`src/rtl/stwb_pkg.sv`:
```
package stwb_pkg;
  localparam int DATA_W = 32;
  localparam int SEL_W  = 2;

  localparam logic [SEL_W-1:0] SEL_STATUS = 2'd0;
  localparam logic [SEL_W-1:0] SEL_BKUP   = 2'd1;
  localparam logic [SEL_W-1:0] SEL_DBG    = 2'd2;
  localparam logic [SEL_W-1:0] SEL_SP     = 2'd3;

  localparam logic [1:0] TRAP_ORD = 2'd1;
  localparam logic [1:0] TRAP_DBG = 2'd2;

  // MSB-first numbering: flag number n sits at vector bit DATA_W-1-n
  localparam int POS_SM = DATA_W - 1 - 0;
  localparam int POS_DB = DATA_W - 1 - 3;
  localparam int POS_DS = DATA_W - 1 - 4;
  localparam int POS_F0 = DATA_W - 1 - 17;
  localparam int POS_F1 = DATA_W - 1 - 19;
  localparam int POS_F2 = DATA_W - 1 - 21;
  localparam int POS_F3 = DATA_W - 1 - 23;
  localparam int POS_S  = DATA_W - 1 - 25;
  localparam int POS_V  = DATA_W - 1 - 26;
  localparam int POS_VA = DATA_W - 1 - 27;
  localparam int POS_C  = DATA_W - 1 - 28;

  function automatic logic [DATA_W-1:0] bit_at(input int pos);
    logic [DATA_W-1:0] r;
    r = '0;
    r[pos] = 1'b1;
    return r;
  endfunction

  localparam logic [DATA_W-1:0] FLAG_MASK =
      bit_at(POS_F0) | bit_at(POS_F1) | bit_at(POS_F2) | bit_at(POS_F3) |
      bit_at(POS_S)  | bit_at(POS_V)  | bit_at(POS_VA) | bit_at(POS_C);

  function automatic logic [DATA_W-1:0] masked_merge(
      input logic [DATA_W-1:0] old_v,
      input logic [DATA_W-1:0] m,
      input logic [DATA_W-1:0] d);
    return (old_v & ~m) | (d & m);
  endfunction
endpackage

```
`src/rtl/stwb_flag_arb.sv`:
```
module stwb_flag_arb
  import stwb_pkg::*;
#(
  parameter int NSLOT = 2
) (
  input  logic [NSLOT-1:0]             vld,
  input  logic [NSLOT-1:0][SEL_W-1:0]  sel,
  input  logic [NSLOT-1:0][DATA_W-1:0] mask,
  input  logic                         sys_move,
  output logic [NSLOT-1:0][DATA_W-1:0] eff_mask
);
  always_comb begin
    for (int i = 0; i < NSLOT; i++) begin
      eff_mask[i] = mask[i];
      if (!sys_move && vld[i] && (sel[i] == SEL_STATUS)) begin
        for (int j = i + 1; j < NSLOT; j++) begin
          if (vld[j] && (sel[j] == SEL_STATUS) &&
              (|(mask[j] & mask[i] & FLAG_MASK))) begin
            eff_mask[i] = eff_mask[i] & ~(mask[j] & FLAG_MASK);
            if (mask[j][POS_V]) eff_mask[i][POS_VA] = 1'b0;
          end
        end
      end
    end
  end
endmodule

```
`src/rtl/stwb_merge.sv`:
```
module stwb_merge
  import stwb_pkg::*;
#(
  parameter int NSLOT = 2
) (
  input  logic [DATA_W-1:0]            st_i,
  input  logic [DATA_W-1:0]            bk_i,
  input  logic [DATA_W-1:0]            dbg_i,
  input  logic [DATA_W-1:0]            sp_i,
  input  logic [NSLOT-1:0]             vld,
  input  logic [NSLOT-1:0][SEL_W-1:0]  sel,
  input  logic [NSLOT-1:0][DATA_W-1:0] eff_mask,
  input  logic [NSLOT-1:0][DATA_W-1:0] data,
  output logic [DATA_W-1:0]            st_o,
  output logic [DATA_W-1:0]            bk_o,
  output logic [DATA_W-1:0]            dbg_o,
  output logic [DATA_W-1:0]            sp_o
);
  always_comb begin
    st_o  = st_i;
    bk_o  = bk_i;
    dbg_o = dbg_i;
    sp_o  = sp_i;
    for (int i = 0; i < NSLOT; i++) begin
      if (vld[i]) begin
        case (sel[i])
          SEL_STATUS: st_o  = masked_merge(st_o,  eff_mask[i], data[i]);
          SEL_BKUP:   bk_o  = masked_merge(bk_o,  eff_mask[i], data[i]);
          SEL_DBG:    dbg_o = masked_merge(dbg_o, eff_mask[i], data[i]);
          default:    sp_o  = masked_merge(sp_o,  eff_mask[i], data[i]);
        endcase
      end
    end
  end
endmodule

```
`src/rtl/stwb_trap_swap.sv`:
```
module stwb_trap_swap
  import stwb_pkg::*;
(
  input  logic [DATA_W-1:0] st_w,
  input  logic [DATA_W-1:0] bk_w,
  input  logic [DATA_W-1:0] dbg_w,
  input  logic [DATA_W-1:0] sp_w,
  input  logic [DATA_W-1:0] spare_i,
  input  logic              bank_i,
  input  logic [1:0]        trap_code,
  output logic [DATA_W-1:0] st_n,
  output logic [DATA_W-1:0] bk_n,
  output logic [DATA_W-1:0] dbg_n,
  output logic [DATA_W-1:0] sp_n,
  output logic [DATA_W-1:0] spare_n,
  output logic              bank_n
);
  always_comb begin
    st_n  = st_w;
    bk_n  = bk_w;
    dbg_n = dbg_w;
    case (trap_code)
      TRAP_ORD: begin
        bk_n = st_w;
        st_n = st_w & (bit_at(POS_DB) | bit_at(POS_SM));
      end
      TRAP_DBG: begin
        dbg_n = st_w;
        st_n  = bit_at(POS_DS);
      end
      default: ;
    endcase
    bank_n  = st_n[POS_SM];
    sp_n    = sp_w;
    spare_n = spare_i;
    if (bank_n != bank_i) begin
      spare_n = sp_w;
      sp_n    = spare_i;
    end
  end
endmodule

```
`src/rtl/status_writeback.sv`:
```
module status_writeback
  import stwb_pkg::*;
#(
  parameter int NSLOT = 2,
  parameter int ACC_W = 64
) (
  input  logic                         clk,
  input  logic                         rst_n,
  input  logic [NSLOT-1:0]             wr_vld,
  input  logic [NSLOT-1:0][SEL_W-1:0]  wr_sel,
  input  logic [NSLOT-1:0][DATA_W-1:0] wr_mask,
  input  logic [NSLOT-1:0][DATA_W-1:0] wr_data,
  input  logic                         sys_move,
  input  logic [1:0]                   trap_code,
  input  logic                         acc_vld,
  input  logic [ACC_W-1:0]             acc_data,
  output logic [DATA_W-1:0]            status_q,
  output logic [DATA_W-1:0]            bkup_q,
  output logic [DATA_W-1:0]            dbg_q,
  output logic [DATA_W-1:0]            sp_q,
  output logic                         sp_bank,
  output logic [ACC_W-1:0]             acc_q
);
  logic [NSLOT-1:0][DATA_W-1:0] eff_mask;
  logic [DATA_W-1:0] st_w, bk_w, dbg_w, sp_w;
  logic [DATA_W-1:0] st_n, bk_n, dbg_n, sp_n, spare_n;
  logic [DATA_W-1:0] spare_q;
  logic              bank_n;
  logic              upd_en;

  stwb_flag_arb #(.NSLOT(NSLOT)) u_arb (
    .vld(wr_vld), .sel(wr_sel), .mask(wr_mask),
    .sys_move(sys_move), .eff_mask(eff_mask)
  );

  stwb_merge #(.NSLOT(NSLOT)) u_merge (
    .st_i(status_q), .bk_i(bkup_q), .dbg_i(dbg_q), .sp_i(sp_q),
    .vld(wr_vld), .sel(wr_sel), .eff_mask(eff_mask), .data(wr_data),
    .st_o(st_w), .bk_o(bk_w), .dbg_o(dbg_w), .sp_o(sp_w)
  );

  stwb_trap_swap u_trap (
    .st_w(st_w), .bk_w(bk_w), .dbg_w(dbg_w), .sp_w(sp_w),
    .spare_i(spare_q), .bank_i(sp_bank), .trap_code(trap_code),
    .st_n(st_n), .bk_n(bk_n), .dbg_n(dbg_n), .sp_n(sp_n),
    .spare_n(spare_n), .bank_n(bank_n)
  );

  assign upd_en = (|wr_vld) || (trap_code == TRAP_ORD) || (trap_code == TRAP_DBG);

  always_ff @(posedge clk or negedge rst_n) begin
    if (!rst_n) begin
      status_q <= '0;
      bkup_q   <= '0;
      dbg_q    <= '0;
      sp_q     <= '0;
      spare_q  <= '0;
      sp_bank  <= 1'b0;
    end else if (upd_en) begin
      status_q <= st_n;
      bkup_q   <= bk_n;
      dbg_q    <= dbg_n;
      sp_q     <= sp_n;
      spare_q  <= spare_n;
      sp_bank  <= bank_n;
    end
  end

  always_ff @(posedge clk or negedge rst_n) begin
    if (!rst_n)       acc_q <= '0;
    else if (acc_vld) acc_q <= acc_data;
  end

  // Assertions
  generate
    for (genvar gi = 0; gi < NSLOT; gi++) begin : g_ai
      for (genvar gj = gi + 1; gj < NSLOT; gj++) begin : g_aj
        p_flag_arb_r3: assert property (@(posedge clk) disable iff (!rst_n)
          (!sys_move && wr_vld[gi] && wr_vld[gj] &&
           wr_sel[gi] == SEL_STATUS && wr_sel[gj] == SEL_STATUS)
          |-> ((eff_mask[gi] & wr_mask[gj] & FLAG_MASK) == '0));
        p_va_cancel_r3: assert property (@(posedge clk) disable iff (!rst_n)
          (!sys_move && wr_vld[gi] && wr_vld[gj] &&
           wr_sel[gi] == SEL_STATUS && wr_sel[gj] == SEL_STATUS &&
           wr_mask[gj][POS_V] && (|(wr_mask[gi] & wr_mask[gj] & FLAG_MASK)))
          |-> !eff_mask[gi][POS_VA]);
      end
    end
  endgenerate

  p_no_arb_r5: assert property (@(posedge clk) disable iff (!rst_n)
    sys_move |-> (eff_mask == wr_mask));

  p_trap_ord_r6: assert property (@(posedge clk) disable iff (!rst_n)
    (trap_code == TRAP_ORD) |=>
      ((status_q & ~(bit_at(POS_DB) | bit_at(POS_SM))) == '0));

  p_trap_dbg_r7: assert property (@(posedge clk) disable iff (!rst_n)
    (trap_code == TRAP_DBG) |=> (status_q == bit_at(POS_DS)));

  p_bank_sm_r8: assert property (@(posedge clk) disable iff (!rst_n)
    sp_bank == status_q[POS_SM]);

  p_swap_load_r8: assert property (@(posedge clk) disable iff (!rst_n)
    (sp_bank != $past(sp_bank)) |-> (sp_q == $past(spare_q)));

  p_acc_r9: assert property (@(posedge clk) disable iff (!rst_n)
    acc_vld |=> (acc_q == $past(acc_data)));
endmodule

```
`config.mk`:
```
export PLATFORM = sky130hd
export DESIGN_NAME = status_writeback
export DESIGN_NICKNAME = d
export VERILOG_FILES = /design/src/rtl/stwb_pkg.sv /design/src/rtl/stwb_flag_arb.sv /design/src/rtl/stwb_merge.sv /design/src/rtl/stwb_trap_swap.sv /design/src/rtl/status_writeback.sv
export SDC_FILE = /design/constraint.sdc
export NUM_CORES = 1
export LEC_CHECK = 0
export BUFFER_PORTS_ARGS = -buffer_cell sky130_fd_sc_hd__buf_2
export CORE_UTILIZATION = 30
export DETAILED_ROUTE_END_ITERATION = 12
export PLACE_DENSITY = 0.55
export SYNTH_ARGS = -nofsm -noshare
export SYNTH_HDL_FRONTEND = slang
export SYNTH_SLANG_ARGS = --single-unit
```
`constraint.sdc`:
```
create_clock -name clk -period 2.71 [get_ports clk]
set_input_delay 0.4065 -clock clk [delete_from_list [all_inputs] [get_ports clk]]
set_output_delay 0.4065 -clock clk [all_outputs]
set_load 0.02 [all_outputs]
```
==> flow_summary.yaml, run 1 <==
sta:
  finalSetupViolations: 0
  fin_crit_sh_pct: 83.1
  final_hold_viol_count: 0
  slew_viol_final: 0
  worst_slew_pin_slew_ns: 0.653
  clock_skew_ns: 0.0125
  max_slew_margin_pct: 56.3
  hold_ws_ns: 0.0687
  tns_ns: 0
  rsz0062_at_grt: "false"
  period_minus_slack_ns: 2.25
  fmax_ghz: 0.444
synth:
  avgSynthCellArea_um2: 9.83
  synth_top_area_share_pct: 43.4
  ys_types: 58
  syn_inst: 1314
  async_reset_ff_share_pct: 100
  synth_nets: 1520
  synthFlopType: "dfrtp_1"
  synth-seq-cells: 224
  ys_seq_area_share_pct: 43.4
  synth_area_leaders: "dfrtp_1 (43%), mux2_2 (11%), mux2i_1 (7.1%)"
  ys.warnings.count: 0
  synth_area_um2: 12900
  synth_common_cells: "nand2_1 (238), dfrtp_1 (224), mux2_2 (131), o21ai_0 (119), mux2i_1 (91)"
  yosysMostFrequentCell: "nand2_1"
  synth_area_leader_cell: "dfrtp_1"
  synth_edf_count: 0
cells_and_area:
  multiInputGateArea_um2: 6900
  nFillCells: 4252
  final_util_pct: 39.6
  regArea_um2: 5610
  syn_to_final_growth_pct: 29.4
  nets: 1899
  layout-drive-gt1-share_pct: 39.4
clocking:
  clk_pin_slew_ns: 0.06
  worstSkewPairLatency_ns: 0.56
  clock_sinks: 224
  cts_tree: "done"
  root_buffer: "clkbuf_16"
  post_cts_buffers: 0
  htree_levels: 1
  ctsLongestPathBuffers: 3
  cts_buffers: 28
detailed_routing:
  drt-total-wl_um: 49200
  vias: 12300
  routed_via_density: 5.42
  routedWlPerCell_um: 21.8
  drtIter0Drc: 821
  firstDrtPassIters: 7
  final_antenna_net_count: 0
  drc: 0
floorplan:
  die_area_um2: 43900
  die_w_um: 209
  core_area_um2: 42200
  io_pins: 397
  rows: 75
  die_h_um: 209
  start_util_pct: 30.6
outcome:
  status: "finished clean"
worst_setup_path:
  cp-end-kind: "flop"
  worst_ep_arrival_time_ns: 2.70
  critical_path.max_stage_delay_ns: 0.50
  r2r_start: "status_q[31]"
  crit_fanout: 10
  r2r-end: "spare_q[0]"
  reg2regPathDepth: 6
  rrSetupSlack_ns: 0.46
  critPathSlowestCell: "dfrtp_1"
  cp-endpoint: "spare_q[0]"
  startpoint: "status_q[31]"
  start_kind: "flop"
  required_ns: 3.16
  worstPathCellList: "nand2b_1 > o21ai_0 > a221oi_4 > nor2_4 > buf_4 > mux2_2"
  worstSetupPathType: "flop to flop"
global_routing:
  grt_max_degree: 101
  overflow: 0
  grt_pass1_vias: 12400
  gr-usage-all-layers_pct: 22.1
  grt_pass1_wl_um: 75100
  antenna_found_initial: 8
power_and_ir_drop:
  leakage_nw: 8.04
  irDropWorstVdd_mv: 0.562
  p_per_area_nw_per_um2: 731
worst_hold_path:
  hold_path_depth: 2
  hold_class: "input pin to flop"
placed_design:
  place_congestion: 0.860
  port_buffers: 396
  place_hpwl_um: 34900
flow_run:
  cap_violations: 0
==> logic make-up after synthesis <==
| kind of cell | after synthesis | share of synthesized area, % |
|---|---|---|
| simple gates | 461 | 17.3 |
| compound gates | 273 | 13.7 |
| mux | 252 | 22.0 |
| flops | 224 | 43.4 |
| buf+inv | 102 | 3.40 |
| fa+ha+maj | 2 | 0.194 |
==> repair_timing <==
action                    4_1_cts  5_1_grt
hold endpoints to repair       65        0
gates resized for setup         0        0
hold buffers                    1        0
==> layout by cell type, fill, tap and decap left out, types with 38 or more instances in the layout <==
cell type and instances:
buf_2 394, buf_4 38, dfrtp_1 224, mux2_2 131
mux2i_1 91, nand2_1 238, nand3_1 43, nand4_1 45
nor2_1 45, o21ai_0 119
==> flip-flops by register name, summed over array words and instances (netlist names) <==
register / cells
dbg_q: 32
acc_q: 64
spare_q: 32
status_q: 32
bkup_q: 32
sp_q: 32
==> layout make-up <==
type                       count  share of cell area (%)
clock inverter                12                   0.861
antenna                        6                  0.0898
clock buffer                  39                    4.99
multi-input combinational    988                    41.3
sequential                   224                    33.5
inverter                       5                   0.112
tap                          539                    4.03
timing repair buffer         446                    15.1
==> report_power, final <==
part / internal [mW] / total [mW] / leakage (nW) / switching, mW
Combinational: 1.59 / 3.64 / 4.76 / 2.05
Clock: 2.42 / 3.99 / 0.482 / 1.57
Sequential: 4.06 / 4.59 / 2.80 / 0.536
Total: 8.07 / 12.2 / 8.04 / 4.15
==> worst max-delay path: cells and delay by family, from the launching register on <==
| family | cells | cell delay (ns) |
|---|---|---|
| and+or+nand+nor | 2 | 0.60 |
| DFF | 1 | 0.50 |
| AOI/OAI and AO/OA | 2 | 0.40 |
| muxes | 1 | 0.35 |
| buffers and inverters | 1 | 0.29 |
==> routing by layer <==
layer	track usage, %	vias up	wire [um]
li1	-	5604	-
met1	28.3	6005	20500
met2	36.9	561	23400
met3	4.74	83	3940
met4	7.32	0	1390
met5	0	-	0
==> through the flow <==
stage | cell area, um2 | setup WS, ns | instances | total power [mW]
2_1_floorplan | 12900 | 0.422 | 1314 | 6.75
3_3_place_gp | 15700 | 0.164 | 2201 | 8.22
3_5_place_dp | 15700 | 0.131 | 2201 | 8.30
4_1_cts | 16700 | 0.441 | 2253 | 12.4
5_1_grt | 16700 | 0.324 | 2257 | 12.9
6_report | 16700 | 0.457 | 2259 | 12.2
==> worst min-delay path by stage <==
stage	start	to	slack [ns]
detailed placement	rst_n	acc_q[25]	0.44
finish	acc_data[4]	acc_q[4]	0.07
global placement	rst_n	acc_q[25]	0.44
CTS	acc_data[4]	acc_q[4]	0.04
global route	acc_data[4]	acc_q[4]	0.05
floorplan	rst_n	acc_q[0]	0.11
(Power assumes the default switching activity.)
==> run 2, diff against run 1 <==
--- a/config.mk
+++ b/config.mk
@@ -5,10 +5,11 @@
 export SDC_FILE = /design/constraint.sdc
 export NUM_CORES = 1
 export LEC_CHECK = 0
+export ABC_AREA = 1
 export BUFFER_PORTS_ARGS = -buffer_cell sky130_fd_sc_hd__buf_2
 export CORE_UTILIZATION = 30
 export DETAILED_ROUTE_END_ITERATION = 12
-export PLACE_DENSITY = 0.55
+export PLACE_DENSITY = 0.57
 export SYNTH_ARGS = -nofsm -noshare
 export SYNTH_HDL_FRONTEND = slang
 export SYNTH_SLANG_ARGS = --single-unit
==> constraint.sdc (replaced) <==
create_clock -name clk -period 1.94 [get_ports clk]
set_input_delay 0.291 -clock clk [delete_from_list [all_inputs] [get_ports clk]]
set_output_delay 0.291 -clock clk [all_outputs]
set_load 0.02 [all_outputs]
==> flow_summary.yaml, run 2 <==
cells_and_area:
  largest_reg_flops: 64
  layout-drive-gt1-share_pct: 28.1
  mostFrequentLayoutCell: "nand2_1"
  nFillCells: 4231
  registers.top_by_ff_count: "acc_q"
  design_area_um2: 17700
  fin_cells: 2754
  nets: 2398
  final_util_pct: 42.1
  syn_to_final_growth_pct: 38.4
  final_cell_mix: "nand2_1 (499), buf_2 (395), dfrtp_1 (224)"
clocking:
  root_buffer: "clkbuf_16"
  clk_pin_slew_ns: 0.06
  ctsLongestPathBuffers: 3
  htree_levels: 1
  cts_tree: "done"
  post_cts_buffers: 0
  worstSkewPairLatency_ns: 0.57
  clock_sinks: 224
  cts_buffers: 28
detailed_routing:
  firstDrtPassIters: 7
  routedWlPerCell_um: 20.4
  vias: 14600
  final_antenna_net_count: 0
  routed_via_density: 5.30
  drtIter0Drc: 1298
  drc: 0
  drt-total-wl_um: 56200
worst_setup_path:
  worstSetupPathType: "flop to flop"
  worstPathCellList: "nand2_1 > nand3_1 > nand3_1 > nand2_1 > nand2_2 > inv_2 > buf_4 > nand3_1 > nand3_1"
  required_ns: 2.43
  worst_ep_arrival_time_ns: 2.19
  path_delay_family: "simple AND/OR/NAND/NOR gates"
  crit_fanout: 17
  cpMostUsedCell: "nand3_1"
  critPathSlowestCell: "dfrtp_1"
  cp-end-kind: "flop"
  critical_path.max_stage_delay_ns: 0.50
  path_buf_inv: 2
  start_kind: "flop"
floorplan:
  rows: 75
  core_area_um2: 41900
  io_pins: 397
  start_util_pct: 30.4
  die_area_um2: 43400
  die_h_um: 208
  die_w_um: 208
synth:
  synth_compound_area_share_pct: 15.9
  synth_area_leaders: "dfrtp_1 (44%), nand2_1 (15%), nand3_1 (8.5%)"
  ys_types: 37
  syn_inst: 1689
  synth_area_um2: 12800
  synthFlopType: "dfrtp_1"
  synth_mux_area_share_pct: 5.80
  synth_xor_area_share_pct: 0
  yosys.area_share.simple_pct: 26.8
  avgSynthCellArea_um2: 7.56
  synth-seq-cells: 224
  async_reset_ff_share_pct: 100
  synth_nets: 1895
  synthAdderAreaFrac_pct: 0.196
  synth_edf_count: 0
  ys.warnings.count: 0
  synth_top_family_by_area: "simple AND/OR/NAND/NOR gates"
  yosysMostFrequentCell: "nand2_1"
  ys_seq_area_share_pct: 43.9
  synth_top_area_share_pct: 43.9
  synth_common_cells: "nand2_1 (500), dfrtp_1 (224), nand3_1 (216), o21ai_0 (171), inv_1 (137)"
  synth_area_leader_cell: "dfrtp_1"
global_routing:
  grt_max_degree: 60
  antenna_found_initial: 4
  grt_pass1_vias: 14400
  grt_pass1_wl_um: 85400
  gr-usage-all-layers_pct: 25.4
  overflow: 0
sta:
  slew_viol_final: 0
  final_hold_viol_count: 0
  worst_slew_pin_slew_ns: 0.537
  rsz0062_at_grt: "false"
  worst_slack_ns: 0.236
  hold_ws_ns: 0.0177
  fin_crit_sh_pct: 87.8
  fmax_ghz: 0.587
  clock_skew_ns: 0.0233
  finalSetupViolations: 0
  max_slew_margin_pct: 63.8
  period_minus_slack_ns: 1.70
placed_design:
  place_hpwl_um: 40900
  dp_slack_ns: -0.128
  dpl_cell_area_um2: 16200
  dp.cells: 2639
  place_congestion: 0.902
  port_buffers: 396
outcome:
  status: "finished clean"
power_and_ir_drop:
  p_per_area_nw_per_um2: 970
  irDropWorstVdd_mv: 0.807
  leakage_nw: 8.80
flow_run:
  cap_violations: 0
worst_hold_path:
  hold_class: "input pin to flop"
run 2: area by class of cell:
cell class                 count  area (um2)  area share (%)
antenna                        5        12.5          0.0708
clock inverter                 5        67.6           0.382
clock buffer                  43         797            4.51
timing repair buffer         563        3730            21.1
multi-input combinational   1231        6250            35.4
inverter                     144         541            3.06
tap                          539         674            3.82
sequential                   224        5610            31.7
run 2: logic make-up after synthesis:
logic type | count (synthesis)
AO/OA/AOI/OAI | 344
adder cells (fa/ha/maj) | 2
multiplexers | 66
buffers and inverters | 234
AND/OR/NAND/NOR | 819
flip-flops | 224
run 2: final timing paths:
path / startpoint / endpoint / slack [ns] / depth (start not counted)
min: wr_data[55] / dbg_q[23] / 0.02 / 3
max reg2reg: status_q[31] / sp_q[26] / 0.24 / 9
min reg2reg: spare_q[31] / spare_q[31] / 0.47 / 2
max: status_q[31] / sp_q[26] / 0.24 / 9
max in group asynchronous: rst_n / sp_q[9] / 0.99 / 3
min in group asynchronous: rst_n / bkup_q[5] / 0.22 / 2
run 2: worst reg2reg max path, delay by kind of cell (launching register included):
kind          cells  cell delay, ns
buf+inv           2            0.38
flops             1            0.50
simple gates      7            0.73
run 2: power by group:
| part | switching [mW] | internal [mW] | leakage [nW] |
|---|---|---|---|
| registers | 0.913 | 5.67 | 2.80 |
| logic | 3.44 | 2.01 | 5.58 |
| clock network | 2.16 | 2.94 | 0.416 |
| total | 6.52 | 10.6 | 8.80 |
run 2: routing by layer:
layer	up-vias	routed length (um)	global-route usage, %
met5	-	16	0
met4	2	2190	9.60
met1	6913	22500	32.3
li1	6757	-	-
met3	136	4620	4.89
met2	785	26800	42.6
run 2: metrics by stage:
step	total power, mW	setup TNS, ns
3_5_place_dp	12.0	-0.414
4_1_cts	17.2	0
5_1_grt	18.0	0
2_1_floorplan	9.28	0
6_report	17.1	0
3_3_place_gp	11.9	-0.400
run 2: timing repair:
item | in CTS | in global routing
resized for setup | 0 | 0
setup endpoints to repair | 0 | 0
hold buffers | 62 | 0
endpoints found under the hold margin | 101 | 0
==> run 3, diff against run 2 <==
--- a/config.mk
+++ b/config.mk
@@ -9,6 +9,7 @@
 export BUFFER_PORTS_ARGS = -buffer_cell sky130_fd_sc_hd__buf_2
 export CORE_UTILIZATION = 30
 export DETAILED_ROUTE_END_ITERATION = 12
+export MAX_ROUTING_LAYER = met4
 export PLACE_DENSITY = 0.57
 export SYNTH_ARGS = -nofsm -noshare
 export SYNTH_HDL_FRONTEND = slang
==> flow_summary.yaml, run 3 (synthesized netlist as in run 2, its figures left out) <==
outcome:
  status: "finished clean"
floorplan:
  start_util_pct: 30.4
  io_pins: 397
  core_area_um2: 41900
  die_area_um2: 43400
  die_h_um: 208
  die_w_um: 208
  rows: 75
power_and_ir_drop:
  p_clk_share_pct: 30.8
  power.switching_mw: 6.53
  seqPwrFrac_pct: 37.9
  pwr-share-comb_pct: 31.3
  netSwitchingFraction_pct: 37.5
  irDropWorstVdd_mv: 0.687
  p_per_area_nw_per_um2: 980
  leakage_nw: 8.85
  p_total_mw: 17.4
  intPower_mw: 10.9
sta:
  rsz0062_at_grt: "false"
  max_slew_margin_pct: 63.1
  period_minus_slack_ns: 1.72
  clock_skew_ns: 0.00800
  finalSetupViolations: 0
  slew_viol_final: 0
  worst_slew_pin_slew_ns: 0.547
  worst_slack_ns: 0.217
  fmax_ghz: 0.580
  final_hold_viol_count: 0
  fin_crit_sh_pct: 88.8
clocking:
  ctsLongestPathBuffers: 3
  post_cts_buffers: 0
  cts_tree: "done"
  htree_levels: 1
  clock_sinks: 224
  worstSkewPairLatency_ns: 0.56
  clk_pin_slew_ns: 0.06
  cts.repair.resized: 0
  cts_buffers: 28
  root_buffer: "clkbuf_16"
global_routing:
  antenna_found_initial: 6
  grt_pass1_vias: 14200
  grt_max_degree: 57
  overflow: 0
  grt_pass1_wl_um: 84900
  gr-usage-all-layers_pct: 26.1
detailed_routing:
  firstDrtPassIters: 5
  vias: 14500
  drtIter0Drc: 1192
  drt-total-wl_um: 56200
  drc: 0
  routed_via_density: 5.24
  final_antenna_net_count: 0
  routedWlPerCell_um: 20.4
placed_design:
  port_buffers: 396
  dpl_cell_area_um2: 16200
  dp.cells: 2642
  place_congestion: 0.905
  place_hpwl_um: 41100
  dp_slack_ns: -0.00804
worst_setup_path:
  cp-end-kind: "flop"
  worstPathCellList: "nand2_1 > nand3_1 > nand3_1 > nand2_1 > nand2_2 > inv_2 > nor2_4 > inv_2 > buf_12 > nand2_1 > nand2_1"
  path_buf_inv: 3
  worst_ep_arrival_time_ns: 2.16
  cpMostUsedCell: "nand2_1"
  critical_path.max_stage_delay_ns: 0.47
  start_kind: "flop"
  worstSetupPathType: "flop to flop"
  required_ns: 2.38
  path_delay_family: "simple AND/OR/NAND/NOR gates"
  critPathSlowestCell: "dfrtp_1"
  crit_fanout: 25
cells_and_area:
  design_area_um2: 17800
  syn_to_final_growth_pct: 39.1
  mostFrequentLayoutCell: "nand2_1"
  largest_reg_flops: 64
  registers.top_by_ff_count: "acc_q"
  fin_cells: 2760
  nFillCells: 4114
  layout-drive-gt1-share_pct: 28.4
  nets: 2401
  final_cell_mix: "nand2_1 (499), buf_2 (395), dfrtp_1 (224)"
flow_run:
  cap_violations: 0
worst_hold_path:
  hold_class: "input pin to flop"
## run 3: layer usage
metal	routed length (um)	track usage, %	share of wire [%]	vias up
met3	4130	4.60	7.4	110
met1	22700	31.6	40	6835
met5	0	-	0	-
met4	2580	11.5	4.6	0
li1	-	-	-	6772
met2	26700	42.4	48	757
## run 3: final cells by class
class,count,area (um2),area share [%]
Timing Repair Buffer,566,3750,21.1
Clock inverter,8,97.6,0.550
Antenna cell,6,15.0,0.0846
Tap cell,539,674,3.80
Inverter,144,541,3.04
Sequential cell,224,5610,31.6
Multi-Input combinational cell,1231,6250,35.2
Clock buffer,42,825,4.64
## run 3: worst paths after layout
path / to / depth (start not counted) / slack, ns / start
min reg2reg: spare_q[15] / 2 / 0.47 / spare_q[15]
min: acc_q[12] / 2 / 0.04 / acc_data[12]
min in group asynchronous: dbg_q[5] / 2 / 0.25 / rst_n
max reg2reg: spare_q[25] / 11 / 0.22 / status_q[31]
max in group asynchronous: sp_q[22] / 3 / 0.99 / rst_n
max: spare_q[25] / 11 / 0.22 / status_q[31]
## run 3: worst register-to-register path, stage by stage, from the launching register on
cell and delay, ns:
dfrtp_1 0.47, nand2_1 0.11, nand3_1 0.16, nand3_1 0.13
nand2_1 0.07, nand2_2 0.09, inv_2 0.07, nor2_4 0.13
inv_2 0.07, buf_12 0.16, nand2_1 0.08, nand2_1 0.06
## run 3: what timing repair did
action	4_1_cts	5_1_grt
endpoints found under the hold margin	107	0
hold buffers	62	0
endpoints found under the setup margin	0	0
## run 3: power by group through the flow
stage,sequential [mW],clock [mW],combinational [mW]
final,6.60,5.35,5.44
after detailed placement,6.65,0,5.34
after global routing,6.69,5.60,5.95
after global placement,6.64,0,5.28
after floorplan,7.17,0,2.12
after CTS,6.59,5.44,5.45
## run 3: per-stage QoR
step | util, % | hold WS, ns | setup TNS [ns]
after detailed placement | 38.6 | 0.276 | -0.0208
after floorplan | - | -0.00459 | 0
final | 42.3 | 0.0355 | 0
after global placement | 38.6 | 0.278 | -0.116
after global routing | 42.3 | 0.0273 | 0
after CTS | 42.3 | 0.00757 | 0
